`config.mk`:
```
export PLATFORM = sky130hd
export DESIGN_NAME = hdx_uart
export DESIGN_NICKNAME = d
export VERILOG_FILES = /design/src/rtl/hdx_uart_pkg.sv /design/src/rtl/hdx_tick_gen.sv /design/src/rtl/hdx_uart_tx.sv /design/src/rtl/hdx_uart_rx.sv /design/src/rtl/hdx_uart.sv
export SDC_FILE = /design/constraint.sdc
export NUM_CORES = 1
export LEC_CHECK = 0
export BUFFER_PORTS_ARGS = -buffer_cell sky130_fd_sc_hd__buf_2
export CAP_MARGIN = 10
export CORE_ASPECT_RATIO = 0.7
export CORE_UTILIZATION = 60
export CTS_BUF_LIST = sky130_fd_sc_hd__clkbuf_8 sky130_fd_sc_hd__clkbuf_16
export DETAILED_ROUTE_END_ITERATION = 12
export GPL_TIMING_DRIVEN = 0
export PLACE_DENSITY = 0.87
export SKIP_LAST_GASP = 1
export SLEW_MARGIN = 15
export SYNTH_ARGS = -nofsm -noshare
export SYNTH_HDL_FRONTEND = slang
export SYNTH_HIERARCHICAL = 1
export SYNTH_SLANG_ARGS = --single-unit
```
`constraint.sdc`:
```
create_clock -name clk -period 3.5 [get_ports clk]
set_input_delay 0 -clock clk [delete_from_list [all_inputs] [get_ports clk]]
set_output_delay 0 -clock clk [all_outputs]
set_load 0.02 [all_outputs]
```
`src/rtl/hdx_uart_pkg.sv`:
```
package hdx_uart_pkg;
  localparam int OVS             = 16;
  localparam int DBITS           = 8;
  localparam int IDLE_FRAME_BITS = 10;

  typedef enum logic [2:0] {
    TX_IDLE, TX_LEAD, TX_START, TX_DATA, TX_STOP, TX_LAG, TX_QUIET
  } tx_state_e;

  typedef enum logic [2:0] {
    RX_IDLE, RX_START, RX_DATA, RX_STOP, RX_WAITHI
  } rx_state_e;

  function automatic logic vote3(input logic a, input logic b, input logic c);
    return (a & b) | (a & c) | (b & c);
  endfunction
endpackage

```
`src/rtl/hdx_tick_gen.sv`:
```
module hdx_tick_gen #(
  parameter int DIV_W = 16
) (
  input  logic             clk,
  input  logic             rst,
  input  logic             restart,
  input  logic [DIV_W-1:0] div,
  output logic             tick
);
  logic [DIV_W-1:0] cnt;

  always_ff @(posedge clk) begin
    if (rst || restart) begin
      cnt <= '0;
    end else if (cnt >= div) begin
      cnt <= '0;
    end else begin
      cnt <= cnt + 1'b1;
    end
  end

  assign tick = (cnt >= div) && !restart;

  AST_TICK_SPACING: assert property (@(posedge clk) disable iff (rst)
    (tick && div != '0 && $stable(div)) |=> !tick) else $error("tick spacing");
endmodule

```
`src/rtl/hdx_uart_tx.sv`:
```
module hdx_uart_tx
  import hdx_uart_pkg::*;
#(
  parameter int DIV_W  = 16,
  parameter int TIME_W = 5
) (
  input  logic              clk,
  input  logic              rst,
  input  logic              tx_en,
  input  logic              wr_en,
  input  logic [DBITS-1:0]  wr_data,
  input  logic [DIV_W-1:0]  div,
  input  logic [TIME_W-1:0] lead,
  input  logic [TIME_W-1:0] lag,
  output logic              line_out,
  output logic              drive
);
  localparam int QUIET_TICKS = OVS * IDLE_FRAME_BITS;
  localparam int CNT_W       = $clog2(QUIET_TICKS + 1);
  localparam int BIT_W       = $clog2(DBITS);

  tx_state_e        state;
  logic [CNT_W-1:0] cnt;
  logic [CNT_W-1:0] cnt_nxt;
  logic [BIT_W-1:0] bit_idx;
  logic [DBITS-1:0] shreg;
  logic             en_q;
  logic             restart;
  logic             tick;
  logic             quiet_req;
  logic             start_req;

  assign quiet_req = (state == TX_IDLE) && tx_en && !en_q;
  assign start_req = (state == TX_IDLE) && tx_en && en_q && wr_en;
  assign restart   = quiet_req || start_req;
  assign cnt_nxt   = cnt + 1'b1;

  hdx_tick_gen #(.DIV_W(DIV_W)) u_tick (
    .clk     (clk),
    .rst     (rst),
    .restart (restart),
    .div     (div),
    .tick    (tick)
  );

  always_ff @(posedge clk) begin
    if (rst) begin
      state   <= TX_IDLE;
      cnt     <= '0;
      bit_idx <= '0;
      shreg   <= '1;
      en_q    <= 1'b0;
    end else begin
      en_q <= tx_en;
      if (state == TX_IDLE) begin
        if (quiet_req) begin
          state <= TX_QUIET;
          cnt   <= '0;
        end else if (start_req) begin
          shreg   <= wr_data;
          cnt     <= '0;
          bit_idx <= '0;
          state   <= (lead == '0) ? TX_START : TX_LEAD;
        end
      end else if (tick) begin
        cnt <= cnt_nxt;
        case (state)
          TX_LEAD: if (cnt_nxt == CNT_W'(lead)) begin
            state <= TX_START;
            cnt   <= '0;
          end
          TX_START: if (cnt_nxt == CNT_W'(OVS)) begin
            state <= TX_DATA;
            cnt   <= '0;
          end
          TX_DATA: if (cnt_nxt == CNT_W'(OVS)) begin
            cnt     <= '0;
            shreg   <= {1'b1, shreg[DBITS-1:1]};
            bit_idx <= bit_idx + 1'b1;
            if (bit_idx == BIT_W'(DBITS - 1)) state <= TX_STOP;
          end
          TX_STOP: if (cnt_nxt == CNT_W'(OVS)) begin
            cnt   <= '0;
            state <= (lag == '0) ? TX_IDLE : TX_LAG;
          end
          TX_LAG: if (cnt_nxt == CNT_W'(lag)) begin
            cnt   <= '0;
            state <= TX_IDLE;
          end
          TX_QUIET: if (cnt_nxt == CNT_W'(QUIET_TICKS)) begin
            cnt   <= '0;
            state <= TX_IDLE;
          end
          default: state <= TX_IDLE;
        endcase
      end
    end
  end

  always_comb begin
    case (state)
      TX_START: line_out = 1'b0;
      TX_DATA:  line_out = shreg[0];
      default:  line_out = 1'b1;
    endcase
  end

  assign drive = (state == TX_LEAD) || (state == TX_START) || (state == TX_DATA) ||
                 (state == TX_STOP) || (state == TX_LAG);

  AST_DRIVE_NEEDS_WRITE: assert property (@(posedge clk) disable iff (rst)
    $rose(drive) |-> $past(wr_en)) else $error("drive without write");
  AST_WRITE_STARTS: assert property (@(posedge clk) disable iff (rst)
    (state == TX_IDLE && tx_en && en_q && wr_en) |=> drive) else $error("write not started");
  AST_LOW_ONLY_IN_FRAME: assert property (@(posedge clk) disable iff (rst)
    !line_out |-> drive) else $error("low outside frame");
  AST_QUIET_SILENT: assert property (@(posedge clk) disable iff (rst)
    (state == TX_QUIET) |-> (!drive && line_out)) else $error("idle frame drives");
endmodule

```
`src/rtl/hdx_uart_rx.sv`:
```
module hdx_uart_rx
  import hdx_uart_pkg::*;
#(
  parameter int DIV_W = 16
) (
  input  logic             clk,
  input  logic             rst,
  input  logic             line_in,
  input  logic [DIV_W-1:0] div,
  output logic [DBITS-1:0] rx_data,
  output logic             rx_valid,
  output logic             rx_frame_err
);
  localparam int PH_W  = $clog2(OVS);
  localparam int BIT_W = $clog2(DBITS);
  localparam int MID_A = OVS / 2 - 1;
  localparam int MID_B = OVS / 2;
  localparam int MID_C = OVS / 2 + 1;

  rx_state_e        state;
  logic             sync1, line;
  logic [PH_W-1:0]  cnt;
  logic [BIT_W-1:0] bit_idx;
  logic [DBITS-1:0] shreg;
  logic [2:0]       smp;
  logic             tick;
  logic             restart;
  logic             bit_vote;
  logic             stop_vote;

  always_ff @(posedge clk) begin
    if (rst) begin
      sync1 <= 1'b1;
      line  <= 1'b1;
    end else begin
      sync1 <= line_in;
      line  <= sync1;
    end
  end

  assign restart   = (state == RX_IDLE) && !line;
  assign bit_vote  = vote3(smp[0], smp[1], smp[2]);
  assign stop_vote = vote3(smp[0], smp[1], line);

  hdx_tick_gen #(.DIV_W(DIV_W)) u_tick (
    .clk     (clk),
    .rst     (rst),
    .restart (restart),
    .div     (div),
    .tick    (tick)
  );

  always_ff @(posedge clk) begin
    if (rst) begin
      state        <= RX_IDLE;
      cnt          <= '0;
      bit_idx      <= '0;
      shreg        <= '0;
      smp          <= '1;
      rx_data      <= '0;
      rx_valid     <= 1'b0;
      rx_frame_err <= 1'b0;
    end else begin
      rx_valid     <= 1'b0;
      rx_frame_err <= 1'b0;
      case (state)
        RX_IDLE: if (!line) begin
          state <= RX_START;
          cnt   <= '0;
        end
        RX_WAITHI: if (line) state <= RX_IDLE;
        default: if (tick) begin
          cnt <= (cnt == PH_W'(OVS - 1)) ? '0 : cnt + 1'b1;
          if (cnt == PH_W'(MID_A)) smp[0] <= line;
          if (cnt == PH_W'(MID_B)) smp[1] <= line;
          if (cnt == PH_W'(MID_C)) smp[2] <= line;
          case (state)
            RX_START: if (cnt == PH_W'(OVS - 1)) begin
              bit_idx <= '0;
              state   <= bit_vote ? RX_IDLE : RX_DATA;
            end
            RX_DATA: if (cnt == PH_W'(OVS - 1)) begin
              shreg   <= {bit_vote, shreg[DBITS-1:1]};
              bit_idx <= bit_idx + 1'b1;
              if (bit_idx == BIT_W'(DBITS - 1)) state <= RX_STOP;
            end
            RX_STOP: if (cnt == PH_W'(MID_C)) begin
              rx_valid     <= 1'b1;
              rx_data      <= shreg;
              rx_frame_err <= !stop_vote;
              cnt          <= '0;
              state        <= stop_vote ? RX_IDLE : RX_WAITHI;
            end
            default: state <= RX_IDLE;
          endcase
        end
      endcase
    end
  end

  AST_VALID_PULSE: assert property (@(posedge clk) disable iff (rst)
    rx_valid |=> !rx_valid) else $error("valid longer than one cycle");
  AST_ERR_WITH_VALID: assert property (@(posedge clk) disable iff (rst)
    rx_frame_err |-> rx_valid) else $error("error without valid");
  AST_WAIT_AFTER_ERR: assert property (@(posedge clk) disable iff (rst)
    rx_frame_err |-> (state == RX_WAITHI)) else $error("no wait after error");
endmodule

```
`src/rtl/hdx_uart.sv`:
```
module hdx_uart
  import hdx_uart_pkg::*;
#(
  parameter int DIV_W  = 16,
  parameter int TIME_W = 5
) (
  input  logic              clk,
  input  logic              rst,
  input  logic              cfg_half_duplex,
  input  logic              cfg_tx_enable,
  input  logic [DIV_W-1:0]  cfg_baud_div,
  input  logic [TIME_W-1:0] cfg_lead_ticks,
  input  logic [TIME_W-1:0] cfg_lag_ticks,
  input  logic              wr_en,
  input  logic [7:0]        wr_data,
  output logic [7:0]        rx_data,
  output logic              rx_valid,
  output logic              rx_frame_err,
  output logic              pad_out,
  output logic              pad_oe,
  input  logic              pad_in,
  input  logic              rx_in,
  output logic              de
);
  logic tx_line;
  logic tx_drive;
  logic tx_node;
  logic rx_src;

  hdx_uart_tx #(.DIV_W(DIV_W), .TIME_W(TIME_W)) u_tx (
    .clk      (clk),
    .rst      (rst),
    .tx_en    (cfg_tx_enable),
    .wr_en    (wr_en),
    .wr_data  (wr_data),
    .div      (cfg_baud_div),
    .lead     (cfg_lead_ticks),
    .lag      (cfg_lag_ticks),
    .line_out (tx_line),
    .drive    (tx_drive)
  );

  assign pad_out = tx_line;
  assign de      = tx_drive;
  assign pad_oe  = cfg_half_duplex ? tx_drive : 1'b1;
  assign tx_node = pad_oe ? tx_line : pad_in;
  assign rx_src  = cfg_half_duplex ? tx_node : rx_in;

  hdx_uart_rx #(.DIV_W(DIV_W)) u_rx (
    .clk          (clk),
    .rst          (rst),
    .line_in      (rx_src),
    .div          (cfg_baud_div),
    .rx_data      (rx_data),
    .rx_valid     (rx_valid),
    .rx_frame_err (rx_frame_err)
  );

  AST_HD_RELEASE: assert property (@(posedge clk) disable iff (rst)
    (cfg_half_duplex && !de) |-> !pad_oe) else $error("pad driven outside frame");
  AST_FD_ALWAYS_DRIVE: assert property (@(posedge clk) disable iff (rst)
    !cfg_half_duplex |-> pad_oe) else $error("pad released in two-wire mode");
endmodule

```
==> summary.md <==
| Metric | Value |
|---|---|
| Leak | 2.729 nW |
| Core Footprint | 0.009253 mm2 |
| Sequential cell area fraction in the yosys report | 30.19% |
| Most frequent cells in the layout | 88 x dfxtp_1, 57 x buf_2, 51 x inv_1, 48 x nor2_1, 43 x ha_1 |
| First-pass GRT wire length | 22780 um |
| Crit end category | flop |
| Starting Density | 63.07% |
| Maximum clock path buffer count | 2 |
| Crit start category | flop |
| CP arrival | 3550 ps |
| Power per Cell Area | 434.4 mW/mm2 |
| FF+latch count, synth | 88 |
| Syn nets | 730 |
| Final Cycle Share | 93.54% |
| Netlist Area Pre-Place | 0.005836 mm2 |
| DRT met1 WL | 6127 um |
| Kind of critical path | reg -> reg |
| Max cap viols | 0 |
| Yosys top cell area share | 30.19% |
| CTS buffer count | 9 |
| Routed WL | 13580 um |
| Yosys Warn Count | 6 |
| WP data required | 3770 ps |
| Slew Viols, Final | 0 |
| FILL cells | 674 |
| Area leader, netlist | dfxtp_1 |
| Largest net degree at the start of global routing | 15 |
| Residual DRC | 0 |
| Async SR Flop Fraction | 0% |
| HPWL after detailed placement | 10130 um |
| Grt ovf | 0 |
| Layout cells sized above 1 | 20.47% |
| Clock tree sinks | 88 |
| # IOs | 54 |
| Number of synthesized flops with an enable pin | 0 |
| Worst Tran Pin Value | 672.6 ps |
| Vias post-DR | 5136 |
| GPL Wtd Cong | 0.8814 |
| RSZ-0062 raised after global routing | false |
| Cell row count | 29 |
| Diodes inserted | 0 |
| H-tree levels | 3 |
| F_max | 305.4 MHz |
| Largest cells by area after synthesis | dfxtp_1 30%, ha_1 9.2%, mux2i_1 4.8% |
| IO buf count | 53 |
| Synth Flop Type | dfxtp_1 |
| Die height | 84.51 um |
| Setup-failing EPs final | 0 |
| VDD IR max | 265.6 uV |
| Minimum clock period | 3274 ps |
| Antenna-violating nets left | 0 |
| Routed length on met3 | 943 um |
| Area Growth Syn to Fin | 13.01% |
| Pre-CTS setup slack | 382.4 ps |
| Status | finished clean |
| Worst-path clk slew | 60 ps |
| Root Buffer | clkbuf_16 |
| FF+latch area | 0.001762 mm2 |
| Setup Skew | 6.798 ps |
| HP Class | in -> reg |
| CTS tree | done |
| Final setup TNS | 0 ps |
| FF-to-FF setup slack | 230 ps |
| Vias in the first global route | 4888 |
| CP max-delay cell | a2111oi_4 |
| Hold WS | 6.148 ps |
| All-Layer GR Usage | 28.16% |
| Synth Instances | 646 |
| Via density | 6.100 |
| Clock Latency Late Sink | 350 ps |
| Max Used Layer | met4 |
| Met2 WL | 6280 um |
| Initial antenna violation count | 0 |
| Syn_area_per_cell | 9.033 um2 |
| Post-synth cell types | 75 |
| Crit path max fanout | 9 |
| Placed Area | 0.006256 mm2 |
| Worst path cell trace | ha_1, and4_1, nand2_1, a2111oi_4, o31a_1, nand2b_1, nor2_1, o21a_1, a31oi_1, o21ai_0 |
| Slowest cell delay on critical path | 610 ps |
| Final design area excluding fillers | 0.006595 mm2 |
| DRT iter0 DRCs | 337 |
| Commonest non-fill, non-tap cell in the layout | dfxtp_1 |
| Worst slew margin relative to its limit | 54.96% |
| Multi-input gate area | 0.003626 mm2 |
| Die X | 119.9 um |
| Die Area | 0.01013 mm2 |
| Final hold vios | 0 |
| Setup ws final | 226.1 ps |
| Crit path buf inv count | 0 |
| CP delay by family, top | compound AO/OA/AOI/OAI gates |
| Total Nets Final | 797 |
| Pre-antenna DRT Iters | 5 |
| WL/cell | 16.13 um |
## routing by layer
metal	track usage [%]	vias to the layer above
li1	-	2470
met1	36.33	2459
met2	45.72	177
met3	7.541	30
met4	9.318	0
met5	0	-
## registers in the layout, summed over array words and instances, names as in the netlist, 3 cells and up
| signal | flops |
|---|---|
| u_tx/u_tick/cnt | 16 |
| u_rx/state | 3 |
| u_rx/rx_data | 8 |
| u_tx/shreg | 8 |
| u_tx/cnt | 8 |
| u_rx/cnt | 4 |
| u_rx/shreg | 8 |
| u_tx/state | 3 |
| u_rx/bit_idx | 3 |
| u_rx/smp | 3 |
| u_rx/u_tick/cnt | 16 |
| u_tx/bit_idx | 3 |
## cell type report
type	instances	share of cell area (%)
Tap cell	124	2.352
Inverter	50	2.846
Clock buffer	11	3.832
Sequential cell	88	26.71
Clock inverter	5	0.8537
Multi-Input combinational cell	475	54.98
Buffer	33	3.946
Timing Repair Buffer	56	4.477
## worst min-delay path: cells and delay by family
family                 cells  cell delay (ps)
and+or+nand+nor            1               60
muxes                      2              190
buffers and inverters      1               70
## worst paths after layout
| check | startpoint | to | cells past startpoint |
|---|---|---|---|
| hold / removal | wr_data[4] | u_tx/shreg[4] | 4 |
| setup reg to reg | u_tx/u_tick/cnt[10] | u_tx/cnt[4] | 10 |
| setup / recovery | u_tx/u_tick/cnt[10] | u_tx/cnt[4] | 10 |
| hold reg to reg | u_rx/sync1 | u_rx/line | 1 |
## where the power goes
| part | internal (mW) | switching [mW] |
|---|---|---|
| Clock | 0.589 | 0.399 |
| Sequential | 1.04 | 0.0498 |
| Combinational | 0.345 | 0.445 |
| Total | 1.97 | 0.894 |
## Yosys cell counts, types with 8 or more instances
cell type,count
dfxtp_1,88
inv_1,50
nor2_1,48
ha_1,43
nand2_1,36
xnor2_1,32
a21oi_1,29
mux2i_1,28
nand3_1,28
nor4_1,24
nor4_2,19
o21ai_0,16
nand2b_1,14
buf_6,12
nor3_1,12
xor2_1,10
buf_4,9
a31oi_1,8
## metrics by stage
stage	util, %	power [mW]	std cells
2_1_floorplan	-	1.685	646
3_3_place_gp	67.61	1.837	823
3_5_place_dp	67.61	1.878	823
4_1_cts	71.28	2.871	842
5_1_grt	71.28	3.005	842
6_report	71.28	2.865	842
## cell families (layout without fill, tap and decap cells)
family,after synthesis,in the layout,synth area share (%)
simple gates,245,245,25.96
compound gates,105,105,13.19
flops,88,88,30.19
fa+ha+maj,45,45,9.563
mux,36,36,6.347
buf+inv,83,155,7.676
xor+xnor,44,44,7.075
## repair_timing
action / CTS / global route
buffers inserted: 0 / 0
hold endpoints to repair: 3 / 0
resized for setup: 0 / 0
hold buffers: 3 / 0
Note: power is estimated with default switching activity, not from simulation.
